==> src/rtl/jsb_pkg.sv <==
package jsb_pkg;
  typedef enum logic [1:0] {
    ST_IDLE = 2'd0,
    ST_LEN  = 2'd1,
    ST_DATA = 2'd2,
    ST_DONE = 2'd3
  } jsb_state_e;
endpackage

==> src/rtl/jsb_rst_sync.sv <==
module jsb_rst_sync #(
  parameter int STAGES = 2
) (
  input  logic clk,
  input  logic rst_n,
  output logic rst_ns
);
  logic [STAGES-1:0] sync_q;

  always_ff @(posedge clk or negedge rst_n) begin
    if (!rst_n) sync_q <= '0;
    else        sync_q <= {sync_q[STAGES-2:0], 1'b1};
  end

  assign rst_ns = sync_q[STAGES-1];
endmodule

==> src/rtl/jsb_frame_ctl.sv <==
module jsb_frame_ctl
  import jsb_pkg::*;
#(
  parameter int LEN_W = 32
) (
  input  logic       clk,
  input  logic       rst_ns,
  input  logic       shift_en,
  input  logic       cap,
  input  logic       tdi,
  output jsb_state_e state,
  output logic       in_data,
  output logic       data_cyc
);
  localparam int BW = $clog2(LEN_W);

  jsb_state_e        st_n;
  logic [LEN_W-1:0]  cnt_q, cnt_n, shifted;
  logic [BW-1:0]     idx_q, idx_n;
  logic              last_bit, dp_en;

  assign shifted  = {cnt_q[LEN_W-2:0], tdi};
  assign last_bit = (idx_q == BW'(LEN_W - 1));
  assign in_data  = (state == ST_DATA);
  assign data_cyc = in_data && shift_en && !cap;
  assign dp_en    = shift_en && !cap;

  always_comb begin
    st_n  = state;
    cnt_n = cnt_q;
    idx_n = idx_q;
    if (!shift_en || cap) begin
      st_n = ST_IDLE;
    end else begin
      case (state)
        ST_IDLE: begin
          if (tdi) begin
            st_n  = ST_LEN;
            idx_n = '0;
          end
        end
        ST_LEN: begin
          cnt_n = shifted;
          idx_n = idx_q + BW'(1);
          if (last_bit) st_n = (shifted == '0) ? ST_DONE : ST_DATA;
        end
        ST_DATA: begin
          cnt_n = cnt_q - LEN_W'(1);
          if (cnt_q == LEN_W'(1)) st_n = ST_DONE;
        end
        default: st_n = state;
      endcase
    end
  end

  always_ff @(posedge clk or negedge rst_ns) begin
    if (!rst_ns) state <= ST_IDLE;
    else         state <= st_n;
  end

  always_ff @(posedge clk) begin
    if (dp_en) begin
      cnt_q <= cnt_n;
      idx_q <= idx_n;
    end
  end
endmodule

==> src/rtl/jsb_spi_gate.sv <==
module jsb_spi_gate (
  input  logic clk,
  input  logic rst_ns,
  input  logic in_data,
  input  logic shift_en,
  input  logic cap,
  input  logic tdi,
  output logic sck,
  output logic cs_n,
  output logic mosi
);
  logic act_q;

  // Updated while TCK is low, so the clock gate below cannot glitch.
  always_ff @(negedge clk or negedge rst_ns) begin
    if (!rst_ns) act_q <= 1'b0;
    else         act_q <= in_data;
  end

  assign sck  = clk & act_q & shift_en & ~cap;
  assign cs_n = ~act_q;
  assign mosi = act_q & tdi;
endmodule

==> src/rtl/jsb_miso_cap.sv <==
module jsb_miso_cap (
  input  logic clk,
  input  logic rst_ns,
  input  logic data_cyc,
  input  logic miso,
  output logic tdo
);
  logic dr_q, dr_n;

  assign dr_n = data_cyc ? miso : 1'b0;

  always_ff @(posedge clk or negedge rst_ns) begin
    if (!rst_ns) dr_q <= 1'b0;
    else         dr_q <= dr_n;
  end

  assign tdo = dr_q;
endmodule

==> src/rtl/jtag_spi_bridge.sv <==
module jtag_spi_bridge
  import jsb_pkg::*;
#(
  parameter int LEN_W = 32
) (
  input  logic tck,
  input  logic rst_n,
  input  logic sel_shift,
  input  logic capture,
  input  logic tdi,
  output logic tdo,
  output logic spi_sck,
  output logic spi_cs_n,
  output logic spi_mosi,
  input  logic spi_miso
);
  logic       rst_ns;
  jsb_state_e frm_state;
  logic       in_data, data_cyc;

  jsb_rst_sync #(.STAGES(2)) u_rst (
    .clk(tck), .rst_n(rst_n), .rst_ns(rst_ns)
  );

  jsb_frame_ctl #(.LEN_W(LEN_W)) u_ctl (
    .clk(tck), .rst_ns(rst_ns), .shift_en(sel_shift), .cap(capture),
    .tdi(tdi), .state(frm_state), .in_data(in_data), .data_cyc(data_cyc)
  );

  jsb_spi_gate u_gate (
    .clk(tck), .rst_ns(rst_ns), .in_data(in_data), .shift_en(sel_shift),
    .cap(capture), .tdi(tdi), .sck(spi_sck), .cs_n(spi_cs_n), .mosi(spi_mosi)
  );

  jsb_miso_cap u_cap (
    .clk(tck), .rst_ns(rst_ns), .data_cyc(data_cyc), .miso(spi_miso), .tdo(tdo)
  );
endmodule

==> config.mk <==
export PLATFORM = sky130hd
export DESIGN_NAME = jtag_spi_bridge
export DESIGN_NICKNAME = d
export VERILOG_FILES = /design/src/rtl/jsb_pkg.sv /design/src/rtl/jsb_rst_sync.sv /design/src/rtl/jsb_frame_ctl.sv /design/src/rtl/jsb_spi_gate.sv /design/src/rtl/jsb_miso_cap.sv /design/src/rtl/jtag_spi_bridge.sv
export SDC_FILE = /design/constraint.sdc
export NUM_CORES = 1
export LEC_CHECK = 0
export CAP_MARGIN = 10
export CORE_UTILIZATION = 35
export CTS_BUF_LIST = sky130_fd_sc_hd__clkbuf_4
export DETAILED_ROUTE_END_ITERATION = 8
export RECOVER_POWER = 50
export SKIP_LAST_GASP = 1
export SLEW_MARGIN = 25
export SYNTH_ARGS = -nofsm -noshare
export SYNTH_HDL_FRONTEND = slang
export SYNTH_HIERARCHICAL = 1
export SYNTH_SLANG_ARGS = --single-unit
==> constraint.sdc <==
create_clock -name tck -period 1.9 [get_ports tck]
set_input_delay 0.285 -clock tck [delete_from_list [all_inputs] [get_ports tck]]
set_output_delay 0.285 -clock tck [all_outputs]
set_load 0.02 [all_outputs]
==> flow_metrics.tcl, run 1 <==
set metrics [dict create \
    wl_per_cell_um 16.10 \
    grt-ovfl-total 0 \
    first_pass_iters 4 \
    vdd_drop_max_uv 287.8 \
    crit_required_ps 1620 \
    skew_ps 18.41 \
    insertion_delay_ps 470 \
    synth-seq-cells 43 \
    layout-drive-gt1-share_pct 40.93 \
    die_x_um 91.03 \
    drv_slew 0 \
    swShare_pct 21.51 \
    async_flop_share_pct 13.95 \
    area_delta_synth_final_pct 45.11 \
    setup_slack_ps -562.5 \
    p_leak_nw 1.546 \
    drt-initial-drc-count 144 \
    setup_viol 19 \
    r2r_setup_slack_ps -90 \
    critPathCaptureType "primary output" \
    remaining_drc_errors 0 \
    place.gp.congestion 0.7861 \
    nFillCells 715 \
    numPortBuffers 9 \
    cp_max_fo 3 \
    startpoint_type "flip-flop" \
    worstReg2RegEnd "u_ctl/cnt_q[15]$_DFFE_PP_" \
    yosysTopAreaCell "edfxtp_1" \
    syn_area_per_cell_um2 10.51 \
    rows 32 \
    synth_seq_area_share_pct 45.47 \
    cts_tree "built" \
    clk_pin_slew_worst_paths_ps 160 \
    p_int_mw 1.399 \
    hold_viol 0 \
    crit_arrival_ps 2180 \
    grt_use_total_pct 18.02 \
    synth_edf_count 37 \
    synth.area.top_cells "edfxtp_1 40%, dfrtp_1 4.5%, o32a_1 3.2%" \
    hold_slack_ps 46.02 \
    netlist-cell-type-count 60 \
    reg2regPathDepth 5 \
    seqPwrFrac_pct 57.6 \
    dp_slack_ps -514.7 \
    synth_top_flop_cell "edfxtp_1" \
    n_antenna_cell 0 \
    die_area_mm2 0.008286 \
    start_util_pct 36.08 \
    synth-warning-count 6 \
    grt_pass1_wl_mm 11.95 \
    vias_per_cell 5.483 \
    grt_pass1_vias 2492 \
    outcome "finished with violations" \
    path_class "reg -> out" \
    yosysMostFrequentCell "edfxtp_1" \
    grt_max_degree 30 \
    cap_viol_max_count 0 \
    p_clk_share_pct 39.2 \
    p_total_mw 1.782 \
    layout.nets 376 \
    pwr_density_cell_mw_per_mm2 442.8 \
    ios 10 \
    power.share.combinational_pct 3.3 \
    worstHoldPathType "reg -> async" \
    synthTopCellsByCount "37 x edfxtp_1, 21 x nor2_1, 16 x inv_1" \
    violations "setup timing" \
    wl_mm 7.503 \
    antenna_found_initial 0 \
    die_y_um 91.03 \
    hpwlAfterDp_mm 4.552 \
    core_mm2 0.007687 \
    rr_startpoint "u_ctl/cnt_q[0]$_DFFE_PP_" \
    synth_cells 264 \
    rsz0062_at_grt "true" \
    vias 2555 \
    synth_area_mm2 0.002774 \
    drtAntennaViolNets 0 \
    p_sw_uw 383.4 \
    synth_top_area_share_pct 40.05 \
    syn-num-nets 277 \
]
registers in the layout (all words and copies together) (netlist names):
name,flops
u_ctl/state,2
u_ctl/cnt_q,32
u_rst/sync_q,2
u_ctl/idx_q,5
u_cap/tdo,1
u_gate/act_q,1
critical path: stages (launching register included):
cell	delay, ps
dfrtn_1	430
and4b_2	220
buf_6	110
layout by cell type (no fill, tap or decap), drive strengths merged, types with 3 or more instances in the layout:
cell / count
nor3: 5
a41oi: 6
nor2b: 6
edfxtp: 37
ha: 7
buf: 89
nand3: 8
o32a: 10
and2: 11
nor2: 23
clkdlybuf4s50: 4
a31oi: 8
xnor2: 3
nand4: 5
dlygate4sd3: 3
or4: 4
inv: 16
nor4: 11
o31a: 4
clkbuf: 14
or3: 3
and3: 5
a2bb2oi: 3
nand2: 12
xor2: 4
a41o: 3
o21ai: 9
a21oi: 13
dfrtp: 5
mux2i: 4
cell type report:
cell class	instances	area, um^2	area share [%]
inverter	16	62.56	1.554
timing repair buffer	101	865.8	21.51
sequential	43	1261	31.33
multi-input combinational	192	1593	39.57
tap	102	127.6	3.171
clock buffer	9	71.32	1.772
clock inverter	3	43.79	1.088
timing repair:
action	CTS	global route
setup buffers	9	21
cloned	1	1
gates resized for setup	35	35
hold buffers	1	0
setup endpoints to repair	24	27
pin swaps	22	24
endpoints found under the hold margin	2	0
logic make-up (layout without fill, tap and decap cells):
group / after synthesis / count (layout) / share of synthesized area (%)
mux: 4 / 4 / 1.443
simple gates: 103 / 104 / 23.37
buf+inv: 30 / 129 / 4.871
other cells: 1 / 1 / 0.1352
xor+xnor: 7 / 7 / 2.210
compound gates: 69 / 69 / 19.35
flops: 43 / 43 / 45.47
fa+ha+maj: 7 / 7 / 3.157
stage by stage:
step | setup TNS, ps | area, um^2 | util (%) | instances
floorplan | -21.18 | 2801 | - | 264
global placement | -1537 | 3455 | 44.94 | 424
detailed placement | -1720 | 3455 | 44.94 | 424
CTS | -2725 | 3752 | 48.81 | 446
global route | -4921 | 4025 | 52.36 | 466
finish | -2125 | 4025 | 52.36 | 466
power groups by stage:
stage          clock, mW  sequential [mW]  combinational (mW)
2_1_floorplan   0.000321             1.05              0.0258
3_5_place_dp    0.000339             1.05              0.0552
3_3_place_gp    0.000339             1.05              0.0536
5_1_grt            0.770             1.03              0.0641
6_report           0.698             1.03              0.0584
4_1_cts            0.718             1.03              0.0578
routing by layer:
layer	up-vias	GRT usage, %	routed length (um)
li1	1232	-	-
met2	54	28.66	3706
met3	12	4.271	282
met5	-	0	0
met1	1257	23.86	3390
met4	0	6.481	124
how the worst max path moves through the flow:
stage                                        start                        end  slack [ps]
after global routing        u_gate/act_q$_DFF_NN0_                    spi_sck        -650
after floorplan           u_ctl/cnt_q[0]$_DFFE_PP_  u_ctl/cnt_q[30]$_DFFE_PP_         -20
final                       u_gate/act_q$_DFF_NN0_                    spi_sck        -560
after global placement      u_gate/act_q$_DFF_NN0_                    spi_sck        -510
after detailed placement    u_gate/act_q$_DFF_NN0_                    spi_sck        -510
after CTS                   u_gate/act_q$_DFF_NN0_                    spi_sck        -580
Note: power is estimated with default switching activity, not from simulation.
==> inputs of run 2 (changes only) <==
==> constraint.sdc (replaced) <==
create_clock -name tck -period 2.9 [get_ports tck]
set_input_delay 0.435 -clock tck [delete_from_list [all_inputs] [get_ports tck]]
set_output_delay 0.435 -clock tck [all_outputs]
set_load 0.02 [all_outputs]
==> flow_metrics.tcl, run 2 (synthesized netlist as in run 1, its figures left out) <==
set metrics [dict create \
    outcome "finished with violations" \
    violations "setup timing" \
    p_sw_uw 235.4 \
    vias_per_cell 5.546 \
    crit_arrival_ps 2740 \
    grt_max_degree 44 \
    startpoint_type "flip-flop" \
    cp_max_fo 2 \
    pwr_density_cell_mw_per_mm2 345.2 \
    p_leak_nw 1.051 \
    drv_slew 0 \
    rows 32 \
    worstHoldPathType "reg -> async" \
    p_total_mw 1.053 \
    instances_no_fill 381 \
    wl_per_cell_um 14.99 \
    antenna_found_initial 0 \
    path_class "reg -> out" \
    clk_pin_slew_worst_paths_ps 130 \
    crit_path_frequent_cell "buf_4" \
    numPortBuffers 9 \
    hold_viol 0 \
    critPathSlowestCell "dfrtn_1" \
    hold_slack_ps 67.32 \
    setup_viol 4 \
    reg2regPathDepth 7 \
    cts_tree "built" \
    drtAntennaViolNets 0 \
    first_pass_iters 4 \
    drt-initial-drc-count 128 \
    cts_hold_buf 0 \
    crit_required_ps 2470 \
    skew_ps 8.957 \
    core_mm2 0.007687 \
    grt_use_total_pct 14.97 \
    critPathBufInv 2 \
    cap_viol_max_count 0 \
    dp_cells 368 \
    critPathTopFamily "flip-flops" \
    dpl_cell_area_mm2 0.002969 \
    rr_startpoint "u_ctl/state[0]$_DFFE_PN0P_" \
    area_delta_synth_final_pct 10.01 \
    critPathCaptureType "primary output" \
    vias 2113 \
    place.gp.congestion 0.7772 \
    setup_slack_ps -277.2 \
    largest_reg_flops 32 \
    regMostFlops "u_ctl/cnt_q" \
    path_cells "buf_4 -> and4b_1 -> buf_4" \
    grt_pass1_wl_mm 9.867 \
    tightest_slew_ps 1146 \
    die_y_um 91.03 \
    die_x_um 91.03 \
    n_antenna_cell 0 \
    p_clk_share_pct 33.4 \
    fin_area_mm2 0.003052 \
    cp_slowest_stage_delay_ps 420 \
    grt_pass1_vias 2032 \
    grt-ovfl-total 0 \
    start_util_pct 36.08 \
    seqPwrFrac_pct 63.8 \
    vdd_drop_max_uv 179.9 \
    layout-drive-gt1-share_pct 12.90 \
    die_area_mm2 0.008286 \
    power.share.combinational_pct 2.7 \
    r2r_setup_slack_ps 310 \
    rsz0062_at_grt "true" \
    wl_mm 5.712 \
    layout.nets 291 \
    max_slew_margin_pct 23.57 \
    final_cell_mix "37 x edfxtp_1, 21 x nor2_1, 16 x inv_1" \
    swShare_pct 22.34 \
    final_common_cell "edfxtp_1" \
    p_int_uw 818.1 \
    hpwlAfterDp_mm 3.773 \
    ios 10 \
    remaining_drc_errors 0 \
    insertion_delay_ps 460 \
    reg_top3 "u_ctl/cnt_q x32, u_ctl/idx_q x5" \
    worstReg2RegEnd "u_ctl/cnt_q[22]$_DFFE_PP_" \
]
## run 2: cell type report
| cell class | instances | area, um^2 |
|---|---|---|
| fill | 779 | 4636 |
| multi-input combinational | 191 | 1380 |
| sequential | 43 | 1261 |
| timing repair buffer | 17 | 140.1 |
| tap | 102 | 127.6 |
| clock buffer | 9 | 67.56 |
| inverter | 16 | 60.06 |
| clock inverter | 3 | 15.01 |
## run 2: how the worst max path moves through the flow
stage / cells past startpoint / slack [ps] / end / start
2_1_floorplan: 1 / 330 / spi_sck / u_gate/act_q$_DFF_NN0_
3_5_place_dp: 2 / -140 / spi_sck / u_gate/act_q$_DFF_NN0_
6_report: 3 / -280 / spi_sck / u_gate/act_q$_DFF_NN0_
3_3_place_gp: 2 / -130 / spi_sck / u_gate/act_q$_DFF_NN0_
5_1_grt: 3 / -350 / spi_sck / u_gate/act_q$_DFF_NN0_
4_1_cts: 3 / -290 / spi_sck / u_gate/act_q$_DFF_NN0_
## run 2: through the flow
stage	util (%)	setup WS (ps)	setup TNS, ps
global route	39.70	-349.6	-800.1
floorplan	-	327.7	0
global placement	38.62	-135.0	-217.8
finish	39.70	-277.2	-595.7
detailed placement	38.62	-144.5	-245.1
CTS	39.73	-292.8	-532.4
## run 2: repair_timing
item	in CTS	in global routing
hold endpoints to repair	0	0
gates resized for setup	18	0
gates cloned	0	0
setup endpoints to repair	4	4
setup buffers	1	1
## run 2: power groups by stage
stage	Combinational [mW]	Clock, mW	Sequential, mW
3_3_place_gp	0.0290	0.000224	0.686
6_report	0.0289	0.352	0.673
4_1_cts	0.0295	0.370	0.673
2_1_floorplan	0.0167	0.000213	0.685
5_1_grt	0.0328	0.387	0.673
3_5_place_dp	0.0291	0.000224	0.686
## run 2: per-layer routing
| metal | track usage, % | vias up | share of wire (%) |
|---|---|---|---|
| met2 | 24.56 | 35 | 46 |
| li1 | - | 1063 | - |
| met4 | 4.630 | 0 | 1.1 |
| met3 | 3.936 | 7 | 3.1 |
| met5 | 0 | - | 0 |
| met1 | 19.25 | 1008 | 50 |
==> inputs of run 3 (changes only) <==
--- a/config.mk
+++ b/config.mk
@@ -9,6 +9,7 @@
 export CORE_UTILIZATION = 35
 export CTS_BUF_LIST = sky130_fd_sc_hd__clkbuf_4
 export DETAILED_ROUTE_END_ITERATION = 8
+export MAX_ROUTING_LAYER = met4
 export RECOVER_POWER = 50
 export SKIP_LAST_GASP = 1
 export SLEW_MARGIN = 25
@@ -16,3 +17,4 @@
 export SYNTH_HDL_FRONTEND = slang
 export SYNTH_HIERARCHICAL = 1
 export SYNTH_SLANG_ARGS = --single-unit
+export TNS_END_PERCENT = 30
==> constraint.sdc (replaced) <==
create_clock -name tck -period 3.74 [get_ports tck]
set_input_delay 0.561 -clock tck [delete_from_list [all_inputs] [get_ports tck]]
set_output_delay 0.561 -clock tck [all_outputs]
set_load 0.02 [all_outputs]
==> flow_metrics.tcl, run 3 (synthesized netlist as in run 1, its figures left out) <==
set metrics [dict create \
    outcome "complete, no violations" \
    layout-drive-gt1-share_pct 10.58 \
    critPathTopFamily "flip-flops" \
    seqPwrFrac_pct 63.1 \
    die_y_um 91.03 \
    ios 10 \
    path_class "reg -> out" \
    regMostFlops "u_ctl/cnt_q" \
    crit_required_ps 3180 \
    max_slew_margin_pct 14.31 \
    worstHoldPathType "reg -> async" \
    hpwlAfterDp_mm 3.774 \
    instances_no_fill 376 \
    grt_pass1_wl_mm 9.791 \
    drt-initial-drc-count 145 \
    p_sw_uw 190.1 \
    grt_use_total_pct 15.37 \
    critPathBufInv 1 \
    power.share.combinational_pct 2.6 \
    largest_reg_flops 32 \
    nFillCells 788 \
    rows 32 \
    cap_viol_max_count 0 \
    critPathSlowestCell "dfrtn_1" \
    swShare_pct 22.99 \
    layout.nets 286 \
    grt_pass1_vias 1984 \
    cts_tree "built" \
    drtAntennaViolNets 0 \
    dp_cells 365 \
    p_clk_share_pct 34.3 \
    area_delta_synth_final_pct 9.111 \
    antenna_found_initial 0 \
    crit_arrival_ps 3180 \
    final_cell_mix "37 x edfxtp_1, 21 x nor2_1, 16 x inv_1" \
    hold_viol 0 \
    wl_mm 5.829 \
    setup.worst_path.start "u_gate/act_q$_DFF_NN0_" \
    insertion_delay_ps 480 \
    die_x_um 91.03 \
    startpoint_type "flip-flop" \
    remaining_drc_errors 0 \
    p_int_uw 636.8 \
    postCtsSetupRepairBufs 0 \
    cp_slowest_stage_delay_ps 450 \
    skew_ps 23.72 \
    wl_per_cell_um 15.50 \
    grt-ovfl-total 0 \
    tightest_slew_ps 1285 \
    vias_per_cell 5.766 \
    grt_max_degree 44 \
    core_mm2 0.007687 \
    n_antenna_cell 0 \
    vdd_drop_max_uv 128.8 \
    critPathCaptureType "primary output" \
    numPortBuffers 9 \
    reg2regPathDepth 2 \
    start_util_pct 36.08 \
    first_pass_iters 4 \
    setup-tns-final_ps 0 \
    setup_viol 0 \
    clk_pin_slew_worst_paths_ps 150 \
    path_depth 2 \
    rsz0062_at_grt "true" \
    p_leak_nw 1.058 \
    reg_top3 "u_ctl/cnt_q x32, u_ctl/idx_q x5" \
    pwr_density_cell_mw_per_mm2 273.2 \
    cp_max_fo 3 \
    rr_startpoint "u_ctl/state[0]$_DFFE_PN0P_" \
    place.gp.congestion 0.7809 \
    cts_hold_buf 0 \
    path_cells "and4b_1 -> dlymetal6s2s_1" \
    final_common_cell "edfxtp_1" \
    vias 2168 \
    die_area_mm2 0.008286 \
    drv_slew 0 \
]
[run 3: cell count changes in the layout (fill, tap and decap cells not counted), sizes merged]
cell,delta
clkbuf,-1
clkinv,-1
dlygate4sd3,-1
clkdlybuf4s50,+1
buf,-7
dlymetal6s2s,+3
clkinvlp,+1
[run 3: power by group through the flow]
stage | Clock, mW | Sequential [mW] | Combinational (mW)
after CTS | 0.301 | 0.522 | 0.0223
after global placement | 0.000174 | 0.532 | 0.0218
after floorplan | 0.000165 | 0.531 | 0.0129
after global routing | 0.321 | 0.522 | 0.0245
after detailed placement | 0.000174 | 0.532 | 0.0221
final | 0.284 | 0.522 | 0.0219
[run 3: path summary, 6_finish.rpt]
path,endpoint,slack (ps)
max,spi_sck,1
min,u_ctl/state[1]$_DFFE_PN0P_,30
max reg2reg,u_gate/act_q$_DFF_NN0_,1010
min reg2reg,u_ctl/state[1]$_DFFE_PN0P_,30
max in group asynchronous,u_gate/act_q$_DFF_NN0_,1750
min in group tck,u_rst/sync_q[1]$_DFF_PN0_,360
[run 3: worst reg2reg max path, cell delays in order, from the launching register on]
cell and delay [ps]:
dfrtp_1 400, inv_1 90, ha_1 220
[run 3: per-layer routing]
layer | track usage, % | vias up | wire length [um]
met3 | 3.936 | 12 | 230
met2 | 23.55 | 55 | 2702
met4 | 6.217 | 0 | 98
li1 | - | 1053 | -
met1 | 19.40 | 1048 | 2798
met5 | - | - | 0
[run 3: repair_timing]
item | CTS | global route
endpoints found under the setup margin | 4 | 4
pin swaps | 0 | 0
resized for setup | 0 | 3
[run 3: layout make-up]
class	instances	area [um^2]	share of cell area (%)
repair buffers	12	107.6	3.555
multi-input cells	191	1378	45.51
clock buffers	9	72.57	2.398
inverters	16	60.06	1.984
flip-flops and latches	43	1261	41.67
well taps	102	127.6	4.217
clock inverters	3	20.02	0.6614
[run 3: through the flow]
stage               worst slack [ps]  cell area (um^2)  total power, mW  util, %  hold WS (ps)
floorplan                      621.7              2774           0.5444        -         40.27
global placement               157.7              2947           0.5541    38.33         64.50
detailed placement             148.4              2947           0.5545    38.33         57.55
CTS                           -406.2              3027           0.8450    39.37         42.92
global route                  -96.64              3027           0.8674    39.37         42.59
finish                         1.311              3027           0.8269    39.37         34.82
